--- src/rtl/srx_pkg.sv ---
package srx_pkg;
  typedef enum logic [2:0] {
    RS_IDLE,
    RS_START,
    RS_DATA,
    RS_PAR,
    RS_STOP
  } rx_state_t;

  localparam logic [1:0] PM_ODD  = 2'b01;
  localparam logic [1:0] PM_EVEN = 2'b10;
endpackage

--- src/rtl/srx_sync.sv ---
module srx_sync #(
  parameter int STAGES = 2
) (
  input  logic clk,
  input  logic rst,
  input  logic din,
  output logic dout
);
  logic [STAGES-1:0] chain;

  generate
    for (genvar i = 0; i < STAGES; i++) begin : g_stage
      if (i == 0) begin : g_first
        always_ff @(posedge clk) begin
          if (rst) chain[0] <= 1'b1;
          else     chain[0] <= din;
        end
      end else begin : g_next
        always_ff @(posedge clk) begin
          if (rst) chain[i] <= 1'b1;
          else     chain[i] <= chain[i-1];
        end
      end
    end
  endgenerate

  assign dout = chain[STAGES-1];
endmodule

--- src/rtl/srx_frame_fsm.sv ---
module srx_frame_fsm
  import srx_pkg::*;
#(
  parameter int DATA_W   = 8,
  parameter int FAST_DIV = 16,
  parameter int SLOW_DIV = 64
) (
  input  logic              clk,
  input  logic              rst,
  input  logic              en,
  input  logic              line,
  input  logic [1:0]        len_code,
  input  logic [1:0]        par_code,
  input  logic              div_sel,
  output logic              done,
  output logic [DATA_W-1:0] char_q,
  output logic              perr_q,
  output logic              ferr_q
);
  localparam int CNT_W    = $clog2(SLOW_DIV);
  localparam int IDX_W    = $clog2(DATA_W + 1);
  localparam int LEN_BASE = DATA_W - 3;

  rx_state_t        state;
  logic [CNT_W-1:0] cnt;
  logic [IDX_W-1:0] idx;
  logic [DATA_W-1:0] shreg;
  logic             acc;

  logic [CNT_W-1:0] full_m1, half_m1;
  logic [IDX_W-1:0] nbits;
  logic             par_on, par_odd, full_hit, half_hit;

  assign full_m1  = div_sel ? CNT_W'(SLOW_DIV - 1) : CNT_W'(FAST_DIV - 1);
  assign half_m1  = div_sel ? CNT_W'(SLOW_DIV / 2 - 1) : CNT_W'(FAST_DIV / 2 - 1);
  assign nbits    = IDX_W'(LEN_BASE) + IDX_W'(len_code);
  assign par_on   = (par_code == PM_ODD) || (par_code == PM_EVEN);
  assign par_odd  = (par_code == PM_ODD);
  assign full_hit = (cnt == full_m1);
  assign half_hit = (cnt == half_m1);

  always_ff @(posedge clk) begin
    if (rst) begin
      state  <= RS_IDLE;
      cnt    <= '0;
      idx    <= '0;
      shreg  <= '0;
      acc    <= 1'b0;
      done   <= 1'b0;
      char_q <= '0;
      perr_q <= 1'b0;
      ferr_q <= 1'b0;
    end else begin
      done <= 1'b0;
      if (!en) begin
        state <= RS_IDLE;
        cnt   <= '0;
      end else begin
        case (state)
          RS_IDLE: begin
            cnt <= '0;
            if (!line) state <= RS_START;
          end
          RS_START: begin
            if (half_hit) begin
              cnt <= '0;
              idx <= '0;
              acc <= 1'b0;
              state <= line ? RS_IDLE : RS_DATA;
            end else begin
              cnt <= cnt + 1'b1;
            end
          end
          RS_DATA: begin
            if (full_hit) begin
              cnt   <= '0;
              shreg <= {line, shreg[DATA_W-1:1]};
              acc   <= acc ^ line;
              idx   <= idx + 1'b1;
              if (idx == nbits - 1'b1) state <= par_on ? RS_PAR : RS_STOP;
            end else begin
              cnt <= cnt + 1'b1;
            end
          end
          RS_PAR: begin
            if (full_hit) begin
              cnt   <= '0;
              acc   <= acc ^ line;
              state <= RS_STOP;
            end else begin
              cnt <= cnt + 1'b1;
            end
          end
          RS_STOP: begin
            if (full_hit) begin
              cnt    <= '0;
              done   <= 1'b1;
              char_q <= shreg >> (DATA_W - int'(nbits));
              perr_q <= par_on && (acc ^ par_odd);
              ferr_q <= !line;
              state  <= RS_IDLE;
            end else begin
              cnt <= cnt + 1'b1;
            end
          end
          default: state <= RS_IDLE;
        endcase
      end
    end
  end
endmodule

--- src/rtl/srx_holding.sv ---
module srx_holding #(
  parameter int DATA_W = 8
) (
  input  logic              clk,
  input  logic              rst,
  input  logic              load,
  input  logic [DATA_W-1:0] char_in,
  input  logic              perr_in,
  input  logic              ferr_in,
  input  logic              ack,
  output logic [DATA_W-1:0] data_q,
  output logic              ready_q,
  output logic              perr_q,
  output logic              ferr_q,
  output logic              ovr_q
);
  always_ff @(posedge clk) begin
    if (rst) begin
      data_q  <= '0;
      ready_q <= 1'b0;
      perr_q  <= 1'b0;
      ferr_q  <= 1'b0;
      ovr_q   <= 1'b0;
    end else begin
      if (load) begin
        data_q  <= char_in;
        perr_q  <= perr_in;
        ferr_q  <= ferr_in;
        ready_q <= 1'b1;
      end else if (ack) begin
        ready_q <= 1'b0;
      end
      if (ack)                ovr_q <= 1'b0;
      else if (load && ready_q) ovr_q <= 1'b1;
    end
  end
endmodule

--- src/rtl/serial_char_receiver.sv ---
module serial_char_receiver #(
  parameter int DATA_W      = 8,
  parameter int SYNC_STAGES = 2,
  parameter int FAST_DIV    = 16,
  parameter int SLOW_DIV    = 64
) (
  input  logic              clk,
  input  logic              rst,
  input  logic              rx_en,
  input  logic              rxd,
  input  logic [1:0]        char_len,
  input  logic [1:0]        par_mode,
  input  logic              div_sel,
  input  logic              rd_ack,
  output logic [DATA_W-1:0] rx_data,
  output logic              rx_ready,
  output logic              parity_err,
  output logic              frame_err,
  output logic              overrun
);
  logic              line_s;
  logic              frame_done;
  logic [DATA_W-1:0] frame_char;
  logic              frame_perr, frame_ferr;

  srx_sync #(.STAGES(SYNC_STAGES)) u_sync (
    .clk(clk), .rst(rst), .din(rxd), .dout(line_s)
  );

  srx_frame_fsm #(.DATA_W(DATA_W), .FAST_DIV(FAST_DIV), .SLOW_DIV(SLOW_DIV)) u_fsm (
    .clk(clk), .rst(rst), .en(rx_en), .line(line_s),
    .len_code(char_len), .par_code(par_mode), .div_sel(div_sel),
    .done(frame_done), .char_q(frame_char), .perr_q(frame_perr), .ferr_q(frame_ferr)
  );

  srx_holding #(.DATA_W(DATA_W)) u_hold (
    .clk(clk), .rst(rst), .load(frame_done), .char_in(frame_char),
    .perr_in(frame_perr), .ferr_in(frame_ferr), .ack(rd_ack),
    .data_q(rx_data), .ready_q(rx_ready), .perr_q(parity_err),
    .ferr_q(frame_err), .ovr_q(overrun)
  );
endmodule

--- config.mk ---
export PLATFORM = sky130hd
export DESIGN_NAME = serial_char_receiver
export DESIGN_NICKNAME = d
export VERILOG_FILES = /design/src/rtl/srx_pkg.sv /design/src/rtl/srx_sync.sv /design/src/rtl/srx_frame_fsm.sv /design/src/rtl/srx_holding.sv /design/src/rtl/serial_char_receiver.sv
export SDC_FILE = /design/constraint.sdc
export NUM_CORES = 1
export LEC_CHECK = 0
export BUFFER_PORTS_ARGS = -buffer_cell sky130_fd_sc_hd__buf_4
export CORE_ASPECT_RATIO = 0.8
export CORE_MARGIN = 2
export CORE_UTILIZATION = 28
export CTS_BUF_LIST = sky130_fd_sc_hd__clkbuf_16
export DETAILED_ROUTE_END_ITERATION = 10
export GPL_TIMING_DRIVEN = 0
export MAX_ROUTING_LAYER = met4
export PLACE_DENSITY = 0.54
export SYNTH_ARGS = -nofsm -noshare
export SYNTH_HDL_FRONTEND = slang
export SYNTH_SLANG_ARGS = --single-unit
--- constraint.sdc ---
create_clock -name clk -period 5.5 [get_ports clk]
set_input_delay 0.275 -clock clk [delete_from_list [all_inputs] [get_ports clk]]
set_output_delay 0.275 -clock clk [all_outputs]
set_load 0.02 [all_outputs]
==> metrics.md <==
| Metric | Value |
|---|---|
| Synth Area in Compound Gates | `0.1458` |
| Final-report hold violation count | `0` |
| Static Leak | `0.9514 nW` |
| Post-synth EDFFs | `0` |
| GRT Residual Overflow | `0` |
| Die X | `105.3 um` |
| Final Cycle Share | `0.3561` |
| CTS tree | `built` |
| Place WS | `3384 ps` |
| GR Util met3 | `0.02535` |
| DP Area | `0.002592 mm^2` |
| Most frequent cells in the layout | `47 x dfxtp_1, 30 x nor2_1, 21 x mux2i_1, 21 x buf_4, 17 x a21oi_1` |
| Worst slew pin tran | `683.8 ps` |
| Post-route clock skew | `8.790 ps` |
| PnR worst setup slack | `3541 ps` |
| Mapped Cells | `241` |
| Layout cell share with drive strength beyond 1 | `0.2074` |
| Vias per cell | `4.730` |
| Most common cell after layout, fill and taps aside | `dfxtp_1` |
| Tot GR Track Use | `0.1202` |
| Initial antenna violation count | `0` |
| Final core area utilization | `0.3478` |
| Layer with the highest usage | `met1` |
| Iter 0 DRT Violations | `102` |
| Final #Nets | `284` |
| Startpoint types | `register` |
| Most used DFF post-synth | `dfxtp_1` |
| Placed insts | `370` |
| I/O Buffers | `21` |
| Post-Syn Area | `0.002300 mm^2` |
| Via Count | `1788` |
| Reg2Reg Setup Slack | `3540 ps` |
| Slew Viols, Final | `0` |
| Final instance area | `0.002764 mm^2` |
| CTS Hold Bufs | `0` |
| Die H | `85.06 um` |
| Final hold slack | `156.3 ps` |
| Final Wtd Congestion | `0.7582` |
| CTS buffer count | `5` |
| Clock transition at path regs | `70 ps` |
| # fillers | `813` |
| RSZ-0062 raised after global routing | `false` |
| Fin crit period | `1959 ps` |
| Critical-path maximum fanout | `10` |
| HPWL Detailed | `3556 um` |
| Vias in the first global route | `1683` |
| FP Rows | `29` |
| Clock Tree Buf Depth | `2` |
| Clock root cell | `clkbuf_16` |
| Worst path arrival time | `2110 ps` |
| Core area | `0.007946 mm^2` |
| Post-CTS Resized | `0` |
| Syn nets | `256` |
| Wirelength, routed | `4935 um` |
| CP Class | `reg -> reg` |
| Drt pass-1 iters | `4` |
| Diode count | `0` |
| Number of max-cap violations | `0` |
| Drt wl/cell | `13.06 um` |
| Area Growth Syn to Fin | `20.18%` |
| Fmax | `510.6 MHz` |
| Post-CTS Setup Inserts | `0` |
| Drt drc | `0` |
| Status | `finished, final reports clean` |
| Mux cell area share after synthesis | `0.1502` |
| Met2 Use GR | `0.1683` |
| Seq/Total Area, Yosys | `0.4091` |
| Avg Inst Size Synth | `9.542 um^2` |
| Main combinational cell family by area after synthesis | `simple AND/OR/NAND/NOR gates` |
| Slew margin rel. | `0.5441` |
| H-tree Lvls | `2` |
| Crit end category | `register` |
| ANT nets after route | `0` |
| Die area | `0.008959 mm^2` |
| Finished Layout Cells | `378` |
| Pwr dens | `264.3 mW/mm^2` |
| Final setup fails | `0` |
| TritonCTS Sinks | `47` |
| Setup TNS | `0 ps` |
| PnR Total Power | `0.7306 mW` |
| Yosys warns | `0` |
| Global-route wire length before repair | `8349 um` |
| Post-synth ARST share | `0` |
| Hold crit path type | `in -> reg` |
| Clk_lat worst skew | `290 ps` |
| Max VDD drop | `0.1185 mV` |
| Adder-cell area share of the yosys netlist | `0.02720` |
| XOR/XNOR Fraction of Synth Area | `0.03373` |
| # IOs | `22` |
| Largest net degree at the start of global routing | `17` |
| Synthesized flop and latch total | `47` |
| Simple-gate area share of the yosys netlist | `0.1910` |
| M1 GR Usage | `0.1696` |
| Synth cell types | `52` |
| Initial Utilization | `0.2894` |
| Worst Path Required | `5650 ps` |
## Yosys cell counts (2+ instances only)
library cell | number | share of area
a2111o_1 | 3 | 0.015
a211oi_1 | 2 | 0.0065
a21oi_1 | 17 | 0.037
a22o_1 | 2 | 0.0076
a311oi_1 | 4 | 0.015
and3_1 | 3 | 0.0082
buf_1 | 4 | 0.0065
buf_2 | 4 | 0.0087
clkbuf_1 | 3 | 0.0049
clkbuf_8 | 3 | 0.018
dfxtp_1 | 47 | 0.41
ha_1 | 5 | 0.027
inv_1 | 3 | 0.0049
mux2_2 | 2 | 0.0098
mux2i_1 | 21 | 0.091
mux4_2 | 5 | 0.049
nand2_1 | 15 | 0.024
nand2b_1 | 3 | 0.0082
nand3_1 | 9 | 0.020
nand4_1 | 2 | 0.0054
nor2_1 | 30 | 0.049
nor2b_1 | 3 | 0.0082
nor3_1 | 7 | 0.015
nor3b_1 | 3 | 0.0098
o21a_1 | 3 | 0.0098
o21ai_0 | 4 | 0.0087
o21ai_1 | 2 | 0.0044
or2_2 | 3 | 0.0082
xnor2_1 | 4 | 0.015
xor2_1 | 3 | 0.011
## power by group
group	total (mW)	internal [mW]	switching [mW]
registers	0.342	0.341	0.000918
logic	0.0374	0.0158	0.0216
clock network	0.351	0.216	0.135
## final cells by class
class	instances	area [um^2]	share of cell area
plain buffers	14	87.58	0.03169
clock buffers	5	125.1	0.04527
clock inverters	3	46.29	0.01675
inverters	3	11.26	0.004074
multi-input cells	177	1260	0.4559
flip-flops and latches	47	940.9	0.3404
well taps	108	135.1	0.04889
repair buffers	21	157.7	0.05704
## registers in the layout, indices dropped and copies added (netlist names)
signal	count
u_sync.chain	1
u_fsm.ferr_q	1
u_hold.perr_q	1
u_hold.data_q	8
u_fsm.char_q	8
u_fsm.shreg	8
u_fsm.state	3
u_hold.ferr_q	1
u_fsm.perr_q	1
u_fsm.cnt	6
u_fsm.idx	4
u_fsm.acc	1
u_fsm.done	1
u_hold.ready_q	1
u_hold.ovr_q	1
u_sync.dout	1
## metal layers
layer,vias to the layer above,share of wire
li1,926,-
met1,841,0.56
met2,16,0.41
met3,5,0.020
met4,0,0.012
met5,-,0
## kinds of logic (layout without fill, tap and decap cells)
kind of cell / after synthesis / in the layout
compound gates: 48 / 48
xor+xnor: 8 / 8
fa+ha+maj: 5 / 5
buf+inv: 17 / 46
flops: 47 / 47
mux: 28 / 28
simple gates: 88 / 88
## critical path, cell delays in order, from the launching register on
cell and delay (ps):
dfxtp_1 370, ha_1 220, and3_2 240, o21a_1 190, and3_1 210, buf_2 300, mux2i_1 220, nor2_1 60
## path summary, 6_finish.rpt
check / from / end / cells past startpoint
hold / removal: rd_ack / u_hold.ovr_q$_SDFFE_PP0P_ / 2
hold reg to reg: u_sync.chain[0]$_SDFF_PP1_ / u_sync.dout$_SDFF_PP1_ / 1
setup / recovery: u_fsm.cnt[0]$_SDFFE_PP0P_ / u_fsm.shreg[5]$_SDFFE_PP0P_ / 7
setup reg to reg: u_fsm.cnt[0]$_SDFFE_PP0P_ / u_fsm.shreg[5]$_SDFFE_PP0P_ / 7
Power figures use the tool's default switching activity.
